### config.mk
export PLATFORM = sky130hd
export DESIGN_NAME = serial_rx_fifo
export DESIGN_NICKNAME = d
export VERILOG_FILES = /design/src/rtl/serial_fifo_pkg.sv /design/src/rtl/sfifo_ptr_ctrl.sv /design/src/rtl/sfifo_store.sv /design/src/rtl/sfifo_status.sv /design/src/rtl/serial_rx_fifo.sv
export SDC_FILE = /design/constraint.sdc
export NUM_CORES = 1
export LEC_CHECK = 0
export ABC_AREA = 1
export CAP_MARGIN = 20
export CORE_MARGIN = 2
export CORE_UTILIZATION = 25
export DETAILED_ROUTE_END_ITERATION = 8
export DONT_BUFFER_PORTS = 1
export MAX_ROUTING_LAYER = met4
export PLACE_DENSITY = 0.39
export SLEW_MARGIN = 20
export SYNTH_ARGS = -nofsm -noshare
export SYNTH_HDL_FRONTEND = slang
export SYNTH_SLANG_ARGS = --single-unit
### constraint.sdc
create_clock -name clk -period 4.8 [get_ports clk]
set_clock_uncertainty 0.05 [all_clocks]
set_input_delay 0.96 -clock clk [delete_from_list [all_inputs] [get_ports clk]]
set_output_delay 0.96 -clock clk [all_outputs]
set_load 0.02 [all_outputs]
### src/rtl/serial_fifo_pkg.sv
package serial_fifo_pkg;

  // Pointer width for a queue of the given depth (at least one bit).
  function automatic int ptr_bits(input int depth);
    return (depth > 1) ? $clog2(depth) : 1;
  endfunction

  // Count width: must be able to hold the value DEPTH itself.
  function automatic int cnt_bits(input int depth);
    return $clog2(depth + 1);
  endfunction

  typedef enum logic {
    MODE_RX = 1'b0,
    MODE_TX = 1'b1
  } fifo_mode_e;

endpackage

### src/rtl/sfifo_ptr_ctrl.sv
module sfifo_ptr_ctrl #(
  parameter int DEPTH = 16,
  parameter int PTR_W = 4,
  parameter int CNT_W = 5
) (
  input  logic             clk,
  input  logic             rst,
  input  logic             tx_mode,
  input  logic             push,
  input  logic             pop_req,
  output logic             wr_en,
  output logic [PTR_W-1:0] wr_addr,
  output logic             rd_en,
  output logic [PTR_W-1:0] rd_addr,
  output logic [CNT_W-1:0] cnt_q,
  output logic [CNT_W-1:0] cnt_next,
  output logic             ovr_evt
);
  import serial_fifo_pkg::*;

  localparam logic [CNT_W-1:0] FULL_C = CNT_W'(DEPTH);
  localparam logic [PTR_W-1:0] LAST_P = PTR_W'(DEPTH - 1);

  logic [PTR_W-1:0] head_q, tail_q;
  logic             pop_ok, full_hold, grow;
  fifo_mode_e       mode;

  function automatic logic [PTR_W-1:0] step_ptr(input logic [PTR_W-1:0] p);
    return (p == LAST_P) ? '0 : p + PTR_W'(1);
  endfunction

  assign mode = fifo_mode_e'(tx_mode);

  // The pop is taken first, so a full queue with a pop in the same cycle has room.
  always_comb begin
    pop_ok    = pop_req && (cnt_q != '0);
    full_hold = (cnt_q == FULL_C) && !pop_ok;
    grow      = push && !full_hold;
    wr_en     = push && ((mode == MODE_TX) || !full_hold);
    ovr_evt   = push && (mode == MODE_RX) && full_hold;
    cnt_next  = cnt_q + CNT_W'(grow) - CNT_W'(pop_ok);
  end

  always_ff @(posedge clk) begin
    if (rst) begin
      head_q <= '0;
      tail_q <= '0;
      cnt_q  <= '0;
    end else begin
      if (wr_en)  head_q <= step_ptr(head_q);
      if (pop_ok) tail_q <= step_ptr(tail_q);
      cnt_q <= cnt_next;
    end
  end

  assign wr_addr = head_q;
  assign rd_addr = tail_q;
  assign rd_en   = pop_ok;

endmodule

### src/rtl/sfifo_store.sv
module sfifo_store #(
  parameter int WIDTH = 8,
  parameter int DEPTH = 16,
  parameter int PTR_W = 4
) (
  input  logic             clk,
  input  logic             rst,
  input  logic             wr_en,
  input  logic [PTR_W-1:0] wr_addr,
  input  logic [WIDTH-1:0] wr_data,
  input  logic             rd_en,
  input  logic [PTR_W-1:0] rd_addr,
  output logic [WIDTH-1:0] rd_data
);
  logic [WIDTH-1:0] mem [DEPTH];

  // Simple dual-port array: no reset on the array, so it can map to block RAM.
  always_ff @(posedge clk) begin
    if (wr_en) mem[wr_addr] <= wr_data;
  end

  // Registered read port with a synchronous reset on the output register.
  // Read happens before write on a shared address (old data returned).
  always_ff @(posedge clk) begin
    if (rst)        rd_data <= '0;
    else if (rd_en) rd_data <= mem[rd_addr];
  end

endmodule

### src/rtl/sfifo_status.sv
module sfifo_status #(
  parameter int CNT_W = 5
) (
  input  logic             clk,
  input  logic             rst,
  input  logic [CNT_W-1:0] cnt_next,
  input  logic             ovr_evt,
  input  logic             brk_evt,
  input  logic             lsr_rd,
  output logic             data_ready,
  output logic             overrun,
  output logic             brk_flag
);
  always_ff @(posedge clk) begin
    if (rst) begin
      data_ready <= 1'b0;
      overrun    <= 1'b0;
      brk_flag   <= 1'b0;
    end else begin
      data_ready <= (cnt_next != '0);
      // A new event in the read cycle takes precedence over the clear.
      if (ovr_evt)     overrun <= 1'b1;
      else if (lsr_rd) overrun <= 1'b0;
      if (brk_evt)     brk_flag <= 1'b1;
      else if (lsr_rd) brk_flag <= 1'b0;
    end
  end

endmodule

### src/rtl/serial_rx_fifo.sv
module serial_rx_fifo #(
  parameter int WIDTH = 8,
  parameter int DEPTH = 16,
  localparam int PTR_W = serial_fifo_pkg::ptr_bits(DEPTH),
  localparam int CNT_W = serial_fifo_pkg::cnt_bits(DEPTH)
) (
  input  logic             clk,
  input  logic             rst,
  input  logic             tx_mode,
  input  logic             push,
  input  logic [WIDTH-1:0] push_data,
  input  logic             pop,
  input  logic             lsr_rd,
  input  logic             brk_evt,
  output logic [WIDTH-1:0] rd_data,
  output logic [CNT_W-1:0] occupancy,
  output logic             data_ready,
  output logic             overrun,
  output logic             brk_flag
);
  logic             wr_en, rd_en, ovr_evt;
  logic [PTR_W-1:0] wr_addr, rd_addr;
  logic [CNT_W-1:0] cnt_q, cnt_next;

  sfifo_ptr_ctrl #(.DEPTH(DEPTH), .PTR_W(PTR_W), .CNT_W(CNT_W)) u_ptr (
    .clk(clk), .rst(rst), .tx_mode(tx_mode), .push(push), .pop_req(pop),
    .wr_en(wr_en), .wr_addr(wr_addr), .rd_en(rd_en), .rd_addr(rd_addr),
    .cnt_q(cnt_q), .cnt_next(cnt_next), .ovr_evt(ovr_evt)
  );

  sfifo_store #(.WIDTH(WIDTH), .DEPTH(DEPTH), .PTR_W(PTR_W)) u_store (
    .clk(clk), .rst(rst), .wr_en(wr_en), .wr_addr(wr_addr), .wr_data(push_data),
    .rd_en(rd_en), .rd_addr(rd_addr), .rd_data(rd_data)
  );

  sfifo_status #(.CNT_W(CNT_W)) u_stat (
    .clk(clk), .rst(rst), .cnt_next(cnt_next), .ovr_evt(ovr_evt),
    .brk_evt(brk_evt), .lsr_rd(lsr_rd),
    .data_ready(data_ready), .overrun(overrun), .brk_flag(brk_flag)
  );

  assign occupancy = cnt_q;

endmodule

Word-level counts from Yosys, hierarchy flattened
Memories as Yosys holds them, arrays and structs flattened. A register that Yosys moved wholly into a read port is not among the register bits.
Index checks and enable logic that the tools add are counted.

operators by class
  add/sub/neg operators = 4
  reduce and logical (&&, ||, !) cells = 13
  bitwise gates (word level) = 1
  equal/unequal tests = 3
  mux-type cells = 7

operators with widths
  operator                                     number
  nonzero test 5 bit                           2
  adder 4 x 1 -> 4 bit, second input constant  2
  == test 4 bit, second input constant         2
  2-to-1 mux 4 bit                             2
  logical AND 1 bit                            6
  adder 5 x 1 -> 5 bit                         1
  == test 5 bit, second input constant         1
  2-to-1 mux 1 bit                             5
  subtractor 5 x 1 -> 5 bit                    1
  nonzero test 2 bit                           2
  zero test 1 bit                              2
  logical OR 1 bit                             1
  inverter 1 bit                               1

word-level totals
  bits in registers = 16
  memories = 1
  word-level logic and storage cells = 35
  bits of input ports = 15
  bits in writable memories = 128
  output and inout bits = 16

memories
  memory       depth  bits a word  read ports  clocked after Yosys merged registers in  write ports  line               source
  u_store.mem  16     8            1           1                                        1            sfifo_store.sv:15  logic [WIDTH-1:0] mem [DEPTH];

Logic depth before layout (Yosys ltp)
Gate-level depths: netlist of run 1.

  depth in word-level cells = 9
  gate-level depth with buffers = 17
  depth with buffers taken out = 16

Cells and area by module
A second synthesis of run 1 with hierarchy kept.

second synthesis, totals
  cells, all modules = 613
  area total of the unflattened synthesis = 6503.7 um^2

by module, submodules not included
  module          cells each  area an instance (um^2)  times used
  sfifo_store     490         5577.8                   1
  sfifo_ptr_ctrl  108         817.0                    1
  sfifo_status    15          108.9                    1

Least setup slack after synthesis of run 1
No wires, ideal clock.

  path type = input -> register
  from = in pop
  to = reg u_stat.data_ready
  setup time = 0.121 ns
  stages = 11
  buffers on the path = 1
  arrival = 2.555 ns
  slack = 2.074 ns
  data required time = 4.629 ns
  path through = nand2_1 > inv_1 > buf_2 > ha_1 > inv_1 > ha_1 > fa_1 > xnor2_1 > nand3_1 > nand2_1 > nand3_1

between the ends
  word-level cells in the longest chain between the ends = 8

ends and longest elaborated chain
  element                        line                  source
  from (decl)                    serial_rx_fifo.sv:12  input logic pop,
  logical AND 1 bit (*)          sfifo_ptr_ctrl.sv:36  pop_ok = pop_req && (cnt_q != '0);
  net rd_en                      serial_rx_fifo.sv:21  logic wr_en, rd_en, ovr_evt;
  zero test 1 bit                sfifo_ptr_ctrl.sv:37  full_hold = (cnt_q == FULL_C) && !pop_ok;
  logical AND 1 bit              sfifo_ptr_ctrl.sv:37
  zero test 1 bit                sfifo_ptr_ctrl.sv:38  grow = push && !full_hold;
  logical AND 1 bit              sfifo_ptr_ctrl.sv:38
  adder 5 x 1 -> 5 bit           sfifo_ptr_ctrl.sv:41  cnt_next = cnt_q + CNT_W'(grow) - CNT_W'(pop_ok);
  subtractor 5 x 1 -> 5 bit (*)  sfifo_ptr_ctrl.sv:41
  nonzero test 5 bit (*)         sfifo_status.sv:20    data_ready <= (cnt_next != '0);
  to (signal assigned)           sfifo_status.sv:20
  to (decl)                      sfifo_status.sv:10    output logic data_ready,

The timed path passes the listed nets; every way through them passes the cells marked *.
A chain may end at the register's enable or synchronous reset.

Final worst setup path of run 1
  from = reg u_ptr.cnt_q[3]
  to = reg u_stat.data_ready

between the ends
  word-level cells in the longest chain between the ends = 9
  elaborated cells on any way between the ends = 10

ends and longest elaborated chain
  element                        line                  source
  from (decl)                    sfifo_ptr_ctrl.sv:15  output logic [CNT_W-1:0] cnt_q,
  from (signal assigned)         sfifo_ptr_ctrl.sv:52  cnt_q <= cnt_next;
  nonzero test 5 bit             sfifo_ptr_ctrl.sv:36
  logical AND 1 bit              sfifo_ptr_ctrl.sv:36
  zero test 1 bit                sfifo_ptr_ctrl.sv:37
  logical AND 1 bit              sfifo_ptr_ctrl.sv:37
  zero test 1 bit                sfifo_ptr_ctrl.sv:38
  logical AND 1 bit              sfifo_ptr_ctrl.sv:38
  adder 5 x 1 -> 5 bit           sfifo_ptr_ctrl.sv:41
  subtractor 5 x 1 -> 5 bit (*)  sfifo_ptr_ctrl.sv:41
  nonzero test 5 bit (*)         sfifo_status.sv:20

Every way passes the cells marked *; elsewhere a longest branch is shown, timed or not.

==> results of run 1 <==
cells by family after synthesis:
group / after synthesis
AO/OA/AOI/OAI: 37
XOR/XNOR: 4
adder cells (fa/ha/maj): 12
buffers and inverters: 135
flip-flops: 152
AND/OR/NAND/NOR: 323
cell usage in the layout (no fill, tap or decap), types with 2 or more instances in the layout:
cell / instances
clkbuf_1: 2
dfxtp_1: 23
buf_4: 5
nand2_1: 181
clkinv_2: 3
nand3_1: 102
o21ai_0: 12
nand4_1: 2
edfxtp_1: 128
clkinvlp_4: 4
inv_1: 105
ha_1: 11
nor2_1: 36
xnor2_1: 2
xor2_1: 2
clkbuf_16: 17
a21oi_1: 25
clkinv_1: 4
bufinv_16: 4
routing by layer:
layer / global-route usage / vias up
met5: - / -
met4: 0.0484 / 0
met3: 0.0322 / 17
met2: 0.202 / 75
met1: 0.173 / 2077
li1: - / 2150
tightest hold or removal path: stages (launching register included):
cell	delay [ns]
dfxtp_1	0.34
nand2_1	0.07
a21oi_1	0.05
stage by stage:
stage / utilization / hold WS [ns] / total power [mW]
floorplan: - / 0.425 / 2.17
global placement: 0.266 / 0.462 / 2.39
detailed placement: 0.266 / 0.449 / 2.38
CTS: 0.290 / 0.465 / 3.79
global route: 0.290 / 0.496 / 3.96
finish: 0.290 / 0.463 / 3.76
power by group:
part / switching, mW / leakage [nW] / internal, mW
clock network: 0.538 / 0.287 / 0.866
registers: 0.113 / 1.35 / 1.50
logic: 0.515 / 1.39 / 0.226
area by class of cell:
| type | instances | share of cell area |
|---|---|---|
| inverter | 109 | 0.0543 |
| clock inverter | 13 | 0.0236 |
| tap | 335 | 0.0557 |
| timing repair buffer | 5 | 0.00499 |
| multi-input combinational | 376 | 0.229 |
| clock buffer | 19 | 0.0575 |
| sequential | 152 | 0.575 |
synth_stat cells (3+ instances only):
master / count / area, sq um
a21oi_1: 25 / 125
buf_2: 18 / 90.1
clkbuf_1: 5 / 18.8
clkinv_1: 3 / 11.3
dfxtp_1: 24 / 480
edfxtp_1: 128 / 3840
ha_1: 11 / 138
inv_1: 105 / 394
nand2_1: 181 / 679
nand3_1: 102 / 510
nor2_1: 36 / 135
o21ai_0: 12 / 60.1
flip-flops by register name, indices dropped and copies added, names as in the netlist:
signal	flops
u_store.rd_data	8
u_stat.brk_flag	1
u_store.mem	128
u_ptr.wr_addr	4
u_ptr.rd_addr	4
u_ptr.cnt_q	5
u_stat.data_ready	1
u_stat.overrun	1
worst paths after layout:
path | cells after the start | endpoint | from | slack [ns]
worst max-delay path | 13 | u_stat.data_ready | u_ptr.cnt_q[3] | 1.83
worst min-delay path | 2 | u_ptr.wr_addr[0] | u_ptr.wr_addr[0] | 0.46
worst max register to register | 13 | u_stat.data_ready | u_ptr.cnt_q[3] | 1.83
worst min register to register | 2 | u_ptr.wr_addr[0] | u_ptr.wr_addr[0] | 0.46
==> metrics, run 1 <==
status=finished, final reports clean; Reg area=4330 sq um; number of synthesized flops with an enable pin=128; DRC viols=0; DR pass1 iterations=4; wire length on met3=714 um; Period Utilization, post-route=0.618; max cap viols=0; maximum vdd drop=0.000245 V; CP arrival=3.23 ns; Max Fclk=337 MHz; WL per Instance=17.0 um; TNS Setup=0 ns; PostCTS Resize Cnt=0; Synth Area in Compound Gates=0.0281; final wirelength=17200 um; placed cell count=977; Simple-Gate Fraction of Synth Area=0.205; placed cell area=6920 sq um; Final WS setup=1.83 ns; Reg clk slew, reported paths=0.06 ns; Avg Cell Area, Syn=9.94 sq um; Nets=688; I/O Pins=31; Die Span X=166 um; Non-Filler Instances=1009; CTS Hold Buffers Added=0; Synth Area in Adders=0.0239; die height=166 um; FP Rows=59; diode count=0; Clk Tree Root Cell=clkbuf_16; Post-Synthesis Cells=663; Area growth syn-to-layout=14.3%; Fillers=2706; post-route design area=7530 sq um; dpl ws=1.74 ns; largest net degree at the start of global routing=68; CTS H-tree depth=4; Data required, critical path=5.07 ns; Final ANT Viol Nets=0; Critical Path Sink Type=flop; area taken by multi-input logic gates=1730 sq um; Port Buffer Count=0; Worst path max stage delay=0.48 ns; ratio of cells with drive above 1 in the final layout=0.0534; Hold Vio Cnt, Final=0; xor and xnor area share after synthesis=0.00532; crit path max-delay cell type=dfxtp_1; RSZ-0062 raised after global routing=false; crit path cell chain=inv_1 > ha_1 > nand3_1 > nand2_1 > inv_1 > ha_1 > inv_1 > ha_1 > fa_1 > xnor2_1 > nand3_1 > nand2_1 > nand3_1; post-synthesis mux area share=0; Netlist Area Pre-Place=6590 sq um; sequential fraction of the synthesis area=0.656; crit start category=flop; DP HPWL=11200 um; Leak=3.03 nW; CP Max Fanout=20; CTS tree=yes; vias in the first global route=4344; GRT Overall Usage=0.133; Clk Latency, worst-skew pair=0.43 ns; yosys warns=0; clock period minus worst slack=2.97 ns; ys flop type=edfxtp_1; first-pass GRT wire length=26500 um; initial antenna violation count=0; Final setup viols=0; Max Used Layer=met4; GPL Wtd Cong=0.802; Final Max Tran Viols=0; crit path kind=reg -> reg; Met2 Routed Length=7920 um; Yosys reg bits=152; Yosys cell types=21; total core area=26000 sq um; Worst Hold Class=reg -> reg; pwr dens=499 nW/um^2; slew of the pin with the lowest slew margin=0.952 ns; Inserted Clock Buffers=17; Rel. slew slack=0.363; synthesized net count=690; clk sink count=152; DR vias/cell=4.28; Bufs on Longest Clock Path=2; Bufs and invs on worst path=3; Metal-1 WL=8270 um; via count=4319; Async SR Flop Fraction=0; Initial Util=0.254; full die area=27700 sq um; largest family of logic cells by synthesized area=simple AND/OR/NAND/NOR gates; CP top delay family=adder cells; DRT iter0 DRCs=244; GRT overflow=0; setup bufs post-CTS=0
(Power assumes the default switching activity.)
==> run 2, diff against run 1 <==
PLACE_DENSITY = 0.41   (was 0.39)
clock period = 2.7 ns   (was 4.8 ns; I/O delays follow)
==> metrics, run 2 (synthesis results as in run 1) <==
largest reg by FF count=u_store.mem (unchanged); Reg power frac=0.427 (was 0.429); maximum vdd drop=0.000343 V (was 0.000245 V); DP HPWL=10700 um (was 11200 um); slew of the pin with the lowest slew margin=0.784 ns (was 0.952 ns); Worst Hold Class=in -> reg (was reg -> reg); Data required, critical path=3.01 ns (was 5.07 ns); Period Utilization, post-route=0.896 (was 0.618); GRT overflow=0 (unchanged); most common cell after layout, fill and taps aside=nand2_1 (unchanged); Clk Tree Root Cell=clkbuf_16 (unchanged); DRT iter0 DRCs=408 (was 244); ratio of cells with drive above 1 in the final layout=0.0860 (was 0.0534); combinational power share=0.217 (was 0.197); TNS Setup=0 ns (unchanged); via count=4449 (was 4319); GPL Wtd Cong=0.739 (was 0.802); vias in the first global route=4497 (was 4344); WHS Path Cells=1 (was 2); full die area=27700 sq um (unchanged); crit path kind=reg -> reg (unchanged); die height=166 um (unchanged); Area growth syn-to-layout=16.7% (was 14.3%); clk sink count=152 (unchanged); DR vias/cell=4.31 (was 4.28); Inserted Clock Buffers=17 (unchanged); largest net degree at the start of global routing=68 (unchanged); Rel. slew slack=0.477 (was 0.363); post-route design area=7690 sq um (was 7530 sq um); CTS H-tree depth=4 (unchanged); crit start category=flop (unchanged); RSZ-0062 raised after global routing=false (unchanged); RR Endpoint=u_stat.data_ready (unchanged); Bufs on Longest Clock Path=2 (unchanged); Hold Vio Cnt, Final=0 (unchanged); max FFs per register=128 (unchanged); r2r worst-path depth=16 (was 13); DR pass1 iterations=6 (was 4); P_sw=2.08 mW (was 1.17 mW); Pint=4.51 mW (was 2.59 mW); clock period minus worst slack=2.42 ns (was 2.97 ns); Leak=3.15 nW (was 3.03 nW); Max Fclk=414 MHz (was 337 MHz); initial antenna violation count=0 (unchanged); CTS Hold Buffers Added=0 (unchanged); FF-to-FF Start=u_ptr.cnt_q[2] (was u_ptr.cnt_q[3]); CTS tree=yes (unchanged); DRC viols=0 (unchanged); diode count=0 (unchanged); Final Max Tran Viols=0 (unchanged); Die Span X=166 um (unchanged); Initial Util=0.254 (unchanged); final wirelength=16800 um (was 17200 um); Switching Fraction=0.316 (was 0.310); Worst Hold Slack=0.125 ns (was 0.463 ns); Final setup viols=0 (unchanged); I/O Pins=31 (unchanged); FP Rows=59 (unchanged); PostCTS Resize Cnt=0 (unchanged); CP Max Fanout=3 (was 20); max cap viols=0 (unchanged); most frequent cells in the layout=nand2_1, edfxtp_1, inv_1 (unchanged); GRT Overall Usage=0.129 (was 0.133); Reg2Reg Setup Slack=0.28 ns (was 1.83 ns); status=finished, final reports clean (unchanged); Port Buffer Count=0 (unchanged); biggest regs=u_store.mem: 128 flops, u_store.rd_data: 8 flops, u_ptr.cnt_q: 5 flops (unchanged); fin util=0.296 (was 0.290); endpoint of the worst hold path=u_ptr.cnt_q[0] (was u_ptr.wr_addr[0]); Clk Latency, worst-skew pair=0.43 ns (about the same); Final ANT Viol Nets=0 (unchanged); WL per Instance=16.3 um (was 17.0 um); Reg clk slew, reported paths=0.06 ns (about the same); Critical Path Sink Type=flop (unchanged); first-pass GRT wire length=25900 um (was 26500 um); CP arrival=2.73 ns (was 3.23 ns); pwr dens=857 nW/um^2 (was 499 nW/um^2); total core area=26000 sq um (unchanged); Nets=712 (was 688); Hold Crit Start=rst (was u_ptr.wr_addr[0]); setup bufs post-CTS=0 (unchanged); Clock power frac=0.356 (was 0.373); placed cell area=7110 sq um (was 6920 sq um); Fillers=2707 (was 2706)
-- run 2: power by group through the flow --
stage / sequential (mW) / clock [mW] / combinational, mW
CTS: 2.82 / 2.40 / 1.45
global placement: 2.87 / 0 / 1.44
floorplan: 2.87 / 0 / 0.982
detailed placement: 2.87 / 0 / 1.45
global route: 2.83 / 2.48 / 1.64
finish: 2.82 / 2.34 / 1.43
-- run 2: critical path: stages, from the launching register on --
cell     delay [ns]
dfxtp_1        0.31
inv_1          0.08
ha_1           0.19
nand3_1        0.08
nand2_1        0.09
inv_1          0.06
ha_1           0.26
inv_1          0.04
ha_1           0.22
fa_1           0.42
nand3_1        0.11
nand2_1        0.08
nand2_1        0.07
inv_1          0.04
nor2_1         0.09
nand2_1        0.08
nand3_1        0.10
-- run 2: through the flow --
stage	setup slack, ns	cells	power, mW
2_1_floorplan	0.217	663	3.85
3_3_place_gp	0.384	1001	4.31
6_report	0.282	1033	6.59
3_5_place_dp	0.333	1001	4.32
4_1_cts	0.307	1033	6.68
5_1_grt	0.0776	1033	6.95
-- run 2: routing by layer --
metal	vias to the layer above	GRT usage	part of all wire
li1	2196	-	-
met1	2176	0.150	0.45
met2	61	0.219	0.50
met3	16	0.0284	0.032
met4	0	0.0480	0.015
met5	-	-	0
-- run 2: area by class of cell --
type / instances / area (sq um) / share of cell area
clock buffers: 18 / 429 / 0.0558
repair buffers: 29 / 230 / 0.0299
flip-flops and latches: 152 / 4330 / 0.562
clock inverters: 14 / 150 / 0.0195
multi-input cells: 376 / 1730 / 0.225
inverters: 109 / 409 / 0.0532
well taps: 335 / 419 / 0.0545
-- run 2: how the worst max path moves through the flow --
stage,start,endpoint,slack [ns]
floorplan,u_ptr.cnt_q[3],u_stat.data_ready,0.22
global placement,u_ptr.cnt_q[3],u_stat.data_ready,0.38
detailed placement,u_ptr.cnt_q[2],u_stat.data_ready,0.33
CTS,u_ptr.cnt_q[2],u_stat.data_ready,0.31
global route,u_ptr.cnt_q[3],u_stat.data_ready,0.08
finish,u_ptr.cnt_q[2],u_stat.data_ready,0.28
